`src/rtl/fsec_pkg.sv`:
```
package fsec_pkg;
   typedef logic [1:0] origin_t;
   localparam origin_t ORG_INT  = 2'b00;
   localparam origin_t ORG_EXT  = 2'b01;
   localparam origin_t ORG_BOOT = 2'b10;
   localparam origin_t ORG_RSVD = 2'b11;

   typedef logic [1:0] par_op_t;
   localparam par_op_t POP_ERASE = 2'b00;
   localparam par_op_t POP_PROG  = 2'b01;
   localparam par_op_t POP_VERF  = 2'b10;
   localparam par_op_t POP_SIG   = 2'b11;
endpackage

```
`src/rtl/fsec_code_decode.sv`:
```
module fsec_code_decode #(
   parameter int          BYTE_W      = 8,
   parameter logic [BYTE_W-1:0] LOCK_CODE   = 8'h50,
   parameter logic [BYTE_W-1:0] OPEN_CODE_A = 8'h00,
   parameter logic [BYTE_W-1:0] OPEN_CODE_B = 8'hFF,
   parameter bit          FAIL_SAFE   = 1'b1
) (
   input  logic [BYTE_W-1:0] byte_i,
   output logic              active_o
);
   logic is_open;
   logic is_lock;

   assign is_open = (byte_i == OPEN_CODE_A) || (byte_i == OPEN_CODE_B);
   assign is_lock = (byte_i == LOCK_CODE);

   generate
      if (FAIL_SAFE) begin : g_fail_safe
         // everything not explicitly open stays locked
         assign active_o = is_lock || !is_open;
      end else begin : g_exact
         assign active_o = is_lock && !is_open;
      end
   endgenerate
endmodule

```
`src/rtl/fsec_lock_reg.sv`:
```
module fsec_lock_reg (
   input  logic clk,
   input  logic rst_n,
   input  logic active_code_i,
   input  logic erase_done_i,
   output logic locked_o
);
   logic pend_q;
   logic lock_q;

   always_ff @(posedge clk or negedge rst_n) begin
      if (!rst_n) begin
         pend_q <= 1'b1;
         lock_q <= 1'b1;
      end else if (erase_done_i) begin
         pend_q <= 1'b0;
         lock_q <= 1'b0;
      end else if (pend_q) begin
         pend_q <= 1'b0;
         lock_q <= active_code_i;
      end
   end

   assign locked_o = lock_q;

   assert_pending_locked_R1: assert property (@(posedge clk) disable iff (!rst_n)
      pend_q |-> lock_q);
   assert_sample_taken_R2: assert property (@(posedge clk) disable iff (!rst_n)
      (pend_q && !erase_done_i) |=> (lock_q == $past(active_code_i)));
   assert_lock_held_R4: assert property (@(posedge clk) disable iff (!rst_n)
      (!pend_q && !erase_done_i) |=> $stable(lock_q));
   assert_erase_clears_R9: assert property (@(posedge clk) disable iff (!rst_n)
      erase_done_i |=> !lock_q);
endmodule

```
`src/rtl/fsec_access_gate.sv`:
```
module fsec_access_gate
   import fsec_pkg::*;
#(
   parameter int             CMD_W         = 4,
   parameter logic [CMD_W-1:0] ERASE_ALL_CMD = 4'h3
) (
   input  logic             clk,
   input  logic             rst_n,
   input  logic             locked_i,
   input  origin_t          origin_i,
   input  logic             code_rd_req_i,
   input  logic             cmd_wr_i,
   input  logic [CMD_W-1:0] cmd_val_i,
   input  logic             par_req_i,
   input  par_op_t          par_op_i,
   output logic             code_rd_ok_o,
   output logic             cmd_wr_ok_o,
   output logic             par_ok_o
);
   logic trusted_fetch;
   logic trusted_cmd;
   logic erase_cmd;
   logic par_allowed;

   assign trusted_fetch = (origin_i == ORG_INT) || (origin_i == ORG_BOOT);
   assign trusted_cmd   = (origin_i == ORG_INT);
   assign erase_cmd     = (cmd_val_i == ERASE_ALL_CMD);
   assign par_allowed   = (par_op_i == POP_ERASE) || (par_op_i == POP_SIG);

   always_comb begin
      code_rd_ok_o = code_rd_req_i && (!locked_i || trusted_fetch);
      cmd_wr_ok_o  = cmd_wr_i && (!locked_i || trusted_cmd || erase_cmd);
      par_ok_o     = par_req_i && (!locked_i || par_allowed);
   end

   assert_ext_read_blocked_R5: assert property (@(posedge clk) disable iff (!rst_n)
      (locked_i && (origin_i == ORG_EXT)) |-> !code_rd_ok_o);
   assert_internal_free_R6: assert property (@(posedge clk) disable iff (!rst_n)
      (cmd_wr_i && (origin_i == ORG_INT)) |-> cmd_wr_ok_o);
   assert_prog_blocked_R8: assert property (@(posedge clk) disable iff (!rst_n)
      (locked_i && (par_op_i == POP_PROG || par_op_i == POP_VERF)) |-> !par_ok_o);
   assert_no_spurious_grant_R10: assert property (@(posedge clk) disable iff (!rst_n)
      $countones({code_rd_ok_o && !code_rd_req_i, cmd_wr_ok_o && !cmd_wr_i,
                  par_ok_o && !par_req_i}) == 0);
endmodule

```
`src/rtl/fsec_lock_ctrl.sv`:
```
module fsec_lock_ctrl
   import fsec_pkg::*;
#(
   parameter int               BYTE_W        = 8,
   parameter int               CMD_W         = 4,
   parameter logic [BYTE_W-1:0] LOCK_CODE     = 8'h50,
   parameter logic [BYTE_W-1:0] OPEN_CODE_A   = 8'h00,
   parameter logic [BYTE_W-1:0] OPEN_CODE_B   = 8'hFF,
   parameter logic [CMD_W-1:0]  ERASE_ALL_CMD = 4'h3,
   parameter bit               FAIL_SAFE     = 1'b1
) (
   input  logic              clk,
   input  logic              rst_n,
   input  logic [BYTE_W-1:0] sec_byte_i,
   input  logic              erase_done_i,
   input  logic [1:0]        origin_i,
   input  logic              code_rd_req_i,
   input  logic              cmd_wr_i,
   input  logic [CMD_W-1:0]  cmd_val_i,
   input  logic              par_req_i,
   input  logic [1:0]        par_op_i,
   output logic              code_rd_ok_o,
   output logic              cmd_wr_ok_o,
   output logic              par_ok_o,
   output logic              lock_active_o
);
   initial begin
      assert (LOCK_CODE != OPEN_CODE_A && LOCK_CODE != OPEN_CODE_B)
         else $error("lock code collides with an open code");
      assert (CMD_W >= 1 && CMD_W <= BYTE_W)
         else $error("command width out of range");
   end

   logic code_active;
   logic locked;

   fsec_code_decode #(
      .BYTE_W     (BYTE_W),
      .LOCK_CODE  (LOCK_CODE),
      .OPEN_CODE_A(OPEN_CODE_A),
      .OPEN_CODE_B(OPEN_CODE_B),
      .FAIL_SAFE  (FAIL_SAFE)
   ) u_decode (
      .byte_i  (sec_byte_i),
      .active_o(code_active)
   );

   fsec_lock_reg u_lock (
      .clk          (clk),
      .rst_n        (rst_n),
      .active_code_i(code_active),
      .erase_done_i (erase_done_i),
      .locked_o     (locked)
   );

   fsec_access_gate #(
      .CMD_W        (CMD_W),
      .ERASE_ALL_CMD(ERASE_ALL_CMD)
   ) u_gate (
      .clk          (clk),
      .rst_n        (rst_n),
      .locked_i     (locked),
      .origin_i     (origin_i),
      .code_rd_req_i(code_rd_req_i),
      .cmd_wr_i     (cmd_wr_i),
      .cmd_val_i    (cmd_val_i),
      .par_req_i    (par_req_i),
      .par_op_i     (par_op_i),
      .code_rd_ok_o (code_rd_ok_o),
      .cmd_wr_ok_o  (cmd_wr_ok_o),
      .par_ok_o     (par_ok_o)
   );

   assign lock_active_o = locked;
endmodule

```
`config.mk`:
```
export PLATFORM = sky130hd
export DESIGN_NAME = fsec_lock_ctrl
export DESIGN_NICKNAME = d
export VERILOG_FILES = /design/src/rtl/fsec_pkg.sv /design/src/rtl/fsec_code_decode.sv /design/src/rtl/fsec_lock_reg.sv /design/src/rtl/fsec_access_gate.sv /design/src/rtl/fsec_lock_ctrl.sv
export SDC_FILE = /design/constraint.sdc
export NUM_CORES = 1
export LEC_CHECK = 0
export ABC_AREA = 1
export BUFFER_PORTS_ARGS = -buffer_cell sky130_fd_sc_hd__clkbuf_2
export CORE_AREA = 2 2 39 41
export CTS_CLUSTER_DIAMETER = 200
export DETAILED_ROUTE_END_ITERATION = 8
export DIE_AREA = 0 0 41 43
export PLACE_DENSITY = 0.52
export SLEW_MARGIN = 20
export SYNTH_ARGS = -nofsm -noshare
export SYNTH_HDL_FRONTEND = slang
export SYNTH_SLANG_ARGS = --single-unit
```
`constraint.sdc`:
```
create_clock -name clk -period 2.24 [get_ports clk]
set_input_delay 0.672 -clock clk [delete_from_list [all_inputs] [get_ports clk]]
set_output_delay 0.672 -clock clk [all_outputs]
set_load 0.05 [all_outputs]
```
== Word level (Yosys, flattened, before mapping) ==
Index checks and enable logic that the tools add are counted.
Cells by class
  $add $sub $neg: 0
  multiply operators: 0
  div/mod/pow operators: 0
  order comparisons: 0
  equal/unequal tests: 5
  shift operators: 0
  multiplexer cells: 2
  bitwise operators: 0
  reduce and logical (&&, ||, !) cells: 17
Operators by type and width (number)
  equality test 8 x 7 -> 1 bit, second input constant: 1
  equality test 8 bit, second input constant: 1
  logical NOT 8 bit: 1
  logical OR 1 bit: 8
  equality test 2 bit, second input constant: 2
  equality test 4 x 2 -> 1 bit, second input constant: 1
  logical NOT 2 bit: 2
  logical AND 1 bit: 3
  logical NOT 1 bit: 2
  2-to-1 mux 1 bit: 2
  nonzero test 2 bit: 1
Word-level totals
  bits in registers: 2
  latch bits: 0
  RAM bits: 0
  memory bits (read-only): 0
  input bits: 22
  output and inout bits: 4
  memories kept: 0

== Longest topological paths before layout ==
  word-level depth: 6
  mapped depth: 5
  gate-level depth less buffers: 5

== Modules after synthesis ==
From an unflattened synthesis, not the netlist that was laid out.
Second synthesis, totals
  cell total of the unflattened synthesis: 44
  area, all modules: 217.7 um^2
By module, submodules not included
  fsec_lock_reg: times used 1, cells each 8, area each 76.3 um^2
  fsec_code_decode: times used 1, cells each 19, area each 71.3 um^2
  fsec_access_gate: times used 1, cells each 17, area each 70.1 um^2

== Worst setup path before layout ==
OpenSTA, ideal clock, no wires.
  kind: input -> output
  start point: in code_rd_req_i
  end point: out code_rd_ok_o
  arrival time: 1.445 ns
  required time: 1.568 ns
  slack: 0.123 ns
  stages: 1
  buffers on the path: 0
  path through: a21boi_1
On the way
  cells in the longest elaborated chain, start to end: 1
Ends and longest elaborated chain
  start, declared: RTL line fsec_lock_ctrl.sv:17  | input logic code_rd_req_i,
  logical AND 1 bit: RTL line fsec_access_gate.sv:31  | code_rd_ok_o = code_rd_req_i && (!locked_i || trusted_fetch);
  end, declared: RTL line fsec_lock_ctrl.sv:22  | output logic code_rd_ok_o,
Every way passes these cells.

== Worst setup path in the final report ==
  start point: in cmd_val_i[3]
  end point: out cmd_wr_ok_o
On the way
  cells in the longest elaborated chain, start to end: 3
Ends and longest elaborated chain
  start, declared: RTL line fsec_lock_ctrl.sv:19  | input logic [CMD_W-1:0] cmd_val_i,
  equality test 4 x 2 -> 1 bit: RTL line fsec_access_gate.sv:27  | assign erase_cmd = (cmd_val_i == ERASE_ALL_CMD);
  logical OR 1 bit: RTL line fsec_access_gate.sv:32  | cmd_wr_ok_o = cmd_wr_i && (!locked_i || trusted_cmd || erase_cmd);
  logical AND 1 bit: RTL line fsec_access_gate.sv:32
  end, declared: RTL line fsec_lock_ctrl.sv:23  | output logic cmd_wr_ok_o,
Every way passes these cells.

==> impl_metrics.ini <==
[sta]
fin_crit_sh_pct = 89.03
setup_ws_ns = 0.2457
finalCriticalPeriod_ns = 1.994
finalHoldViolCount = 0
finalSetupTns_ns = 0
drv_slew = 0
setup_viol = 0
fin_skew_ns = 0.0008142
rsz0062_at_grt = false
fmax_mhz = 501.4

[yosys]
synth_edf_count = 0
synth_nets = 52
ys_warn_count = 0
synth_cell_types = 12
synth_top_area_share_pct = 28.77
synth.most_common_cell = nand2_1
synthFlopType = dfstp_2
synth_commonest_cells = 9 x nand2_1, 8 x nor2_1, 2 x dfstp_2, 2 x inv_1, 2 x o21ai_1
syn_avg_cell_area_sq_um = 6.089
seq_area_frac_synth_pct = 28.77
synth_top_area_cell = dfstp_2
ys_ff_latch = 2
synth.cell_area_sq_um = 182.7
synthTopCellsByArea = dfstp_2 29%, nand2_1 18%, nor2_1 16%
synthCells = 30
async_reset_ff_share_pct = 100.0

[drt]
drt_iter0_drc = 4
drtAntennaViolNets = 0
route.detailed.drc = 0
wl_per_cell_um = 6.270
vias = 264
dr.pass1.iters = 2
routed_via_density = 3.568
wl_um = 464

[job]
cap_violations = 0

[power_and_ir_drop]
switching_share_pct = 31.02
ir_drop_uv = 179.4
power_frac_seq_pct = 24.1
pwr-share-comb_pct = 31.9
p_switching_uw = 54.96
clock_power_share_pct = 44.0
power.density_nw_per_um2 = 505.8
intPower_uw = 122.2
p_leak_nw = 0.2022

[floorplan]
die-height_um = 43
rows = 14
initial_core_util_pct = 13.20
pin_count = 26
die_w_um = 41
die-area_sq_um = 1763
core_region_area_sq_um = 1384

[grt]
antenna_found_initial = 0
grt_max_degree = 6
grt_pass1_vias = 246
gr-total-overflow = 0
grt_use_total_pct = 7.236
grt_pass1_wl_um = 828

[cells_and_area]
nFillCells = 156
layout.nets = 82
drive_above_1_share_pct = 55.17
area_delta_synth_final_pct = 91.78
layout.cells.non_filler = 74
n_antenna_cell = 0

[critical_path]
timing.rr.start = u_lock.locked_o
cpMaxStageDelayCell = clkbuf_2
cp_common_cell = clkbuf_2
crit_arrival_ns = 1.32
crit_path_end_kind = primary output
start_kind = input port
path_buf_inv = 2
worstPathCellList = clkbuf_2, nor2_1, nand3_1, nand2_1, o21a_1, clkbuf_2
worst-path-max-fanout = 1
crit_start = cmd_val_i[3]
crit_family = buffers and inverters
required_ns = 1.57
slowest_delay_ns = 0.26
crit_type = in -> out

[clock_network]
clkTransAtPathRegs_ns = 0.03
cts_buffers = 3
cts_root_buffer = clkbuf_4
cts_buffer_depth = 2
cts_setup_buffers = 0
clk_latency_ns = 0.22
hold_buffers = 0
cts.repair.resized = 0
htree_levels = 1
cts.sinks = 2
tritoncts = done

[place]
pre_cts_slack_ns = 0.2342
routabilityCongestion = 0.5642
dp_hpwl_um = 405.2
dpl.cell_count = 71
numPortBuffers = 25

[outcome]
status = completed

[worst_hold_path]
hold_path.class = in -> async
[power groups by stage]
stage | clock network, mW | registers [mW] | logic [mW]
after floorplan | 0 | 0.0471 | 0.0268
after global placement | 0 | 0.0430 | 0.0564
after detailed placement | 0 | 0.0430 | 0.0570
after CTS | 0.0841 | 0.0427 | 0.0572
after global routing | 0.0888 | 0.0432 | 0.0633
final | 0.0780 | 0.0426 | 0.0565
[stage by stage]
| step | total power [mW] | hold slack, ns | util [%] | cell area, sq um |
|---|---|---|---|---|
| after floorplan | 0.07390 | 0.5012 | - | 182.7 |
| after global placement | 0.09947 | 0.5130 | 23.69 | 327.8 |
| after detailed placement | 0.1000 | 0.5231 | 23.69 | 327.8 |
| after CTS | 0.1840 | 0.3870 | 25.32 | 350.3 |
| after global routing | 0.1954 | 0.3826 | 25.32 | 350.3 |
| final | 0.1772 | 0.3966 | 25.32 | 350.3 |
[per-layer routing]
layer  vias up  wire length (um)  global-route usage (%)  part of all wire, %
met3         0                39                   1.571                  8.4
li1        150                 -                       -                    -
met1       104               182                   7.419                   39
met2        10               243                   10.63                   52
met5         -                 0                       0                    0
met4         0                 0                   8.000                    0
[cell families (layout without fill, tap and decap cells)]
| group | Yosys count | after routing | synth area share (%) |
|---|---|---|---|
| and+or+nand+nor | 18 | 18 | 37.67 |
| AOI/OAI and AO/OA | 7 | 7 | 27.40 |
| DFF | 2 | 2 | 28.77 |
| buffers and inverters | 2 | 30 | 4.111 |
| other | 1 | 1 | 2.053 |
[state kept, by name (all words and copies together), names as in the netlist]
| name | flops |
|---|---|
| u_lock.pend_q | 1 |
| u_lock.locked_o | 1 |
[final cells by class]
type                    count  area (sq um)  area share (%)
clock buffers               3         22.52           6.429
inverters                   2         7.507           2.143
multi-input cells          26         122.6           35.00
flip-flops and latches      2         52.55           15.00
well taps                  16         20.02           5.714
repair buffers             25         125.1           35.71
[final timing paths]
path                       slack [ns]  cells after the start         endpoint
min                              0.40                      1  u_lock.locked_o
min reg2reg                      0.52                      1  u_lock.locked_o
max reg2reg                      1.42                      2  u_lock.locked_o
min in group clk                 0.52                      1  u_lock.locked_o
max in group asynchronous        1.82                      1    u_lock.pend_q
max                              0.25                      6      cmd_wr_ok_o
[layout by cell type, fill, tap and decap left out]
cell type	n
clkbuf_2	25
nand2_1	9
nor2_1	8
clkbuf_4	3
inv_1	2
o21ai_1	2
dfstp_2	2
a21boi_1	1
nand3_1	1
o21a_1	1
o21ai_2	1
o21bai_1	1
a21oi_2	1
conb_1	1
Note: power is estimated with default switching activity, not from simulation.
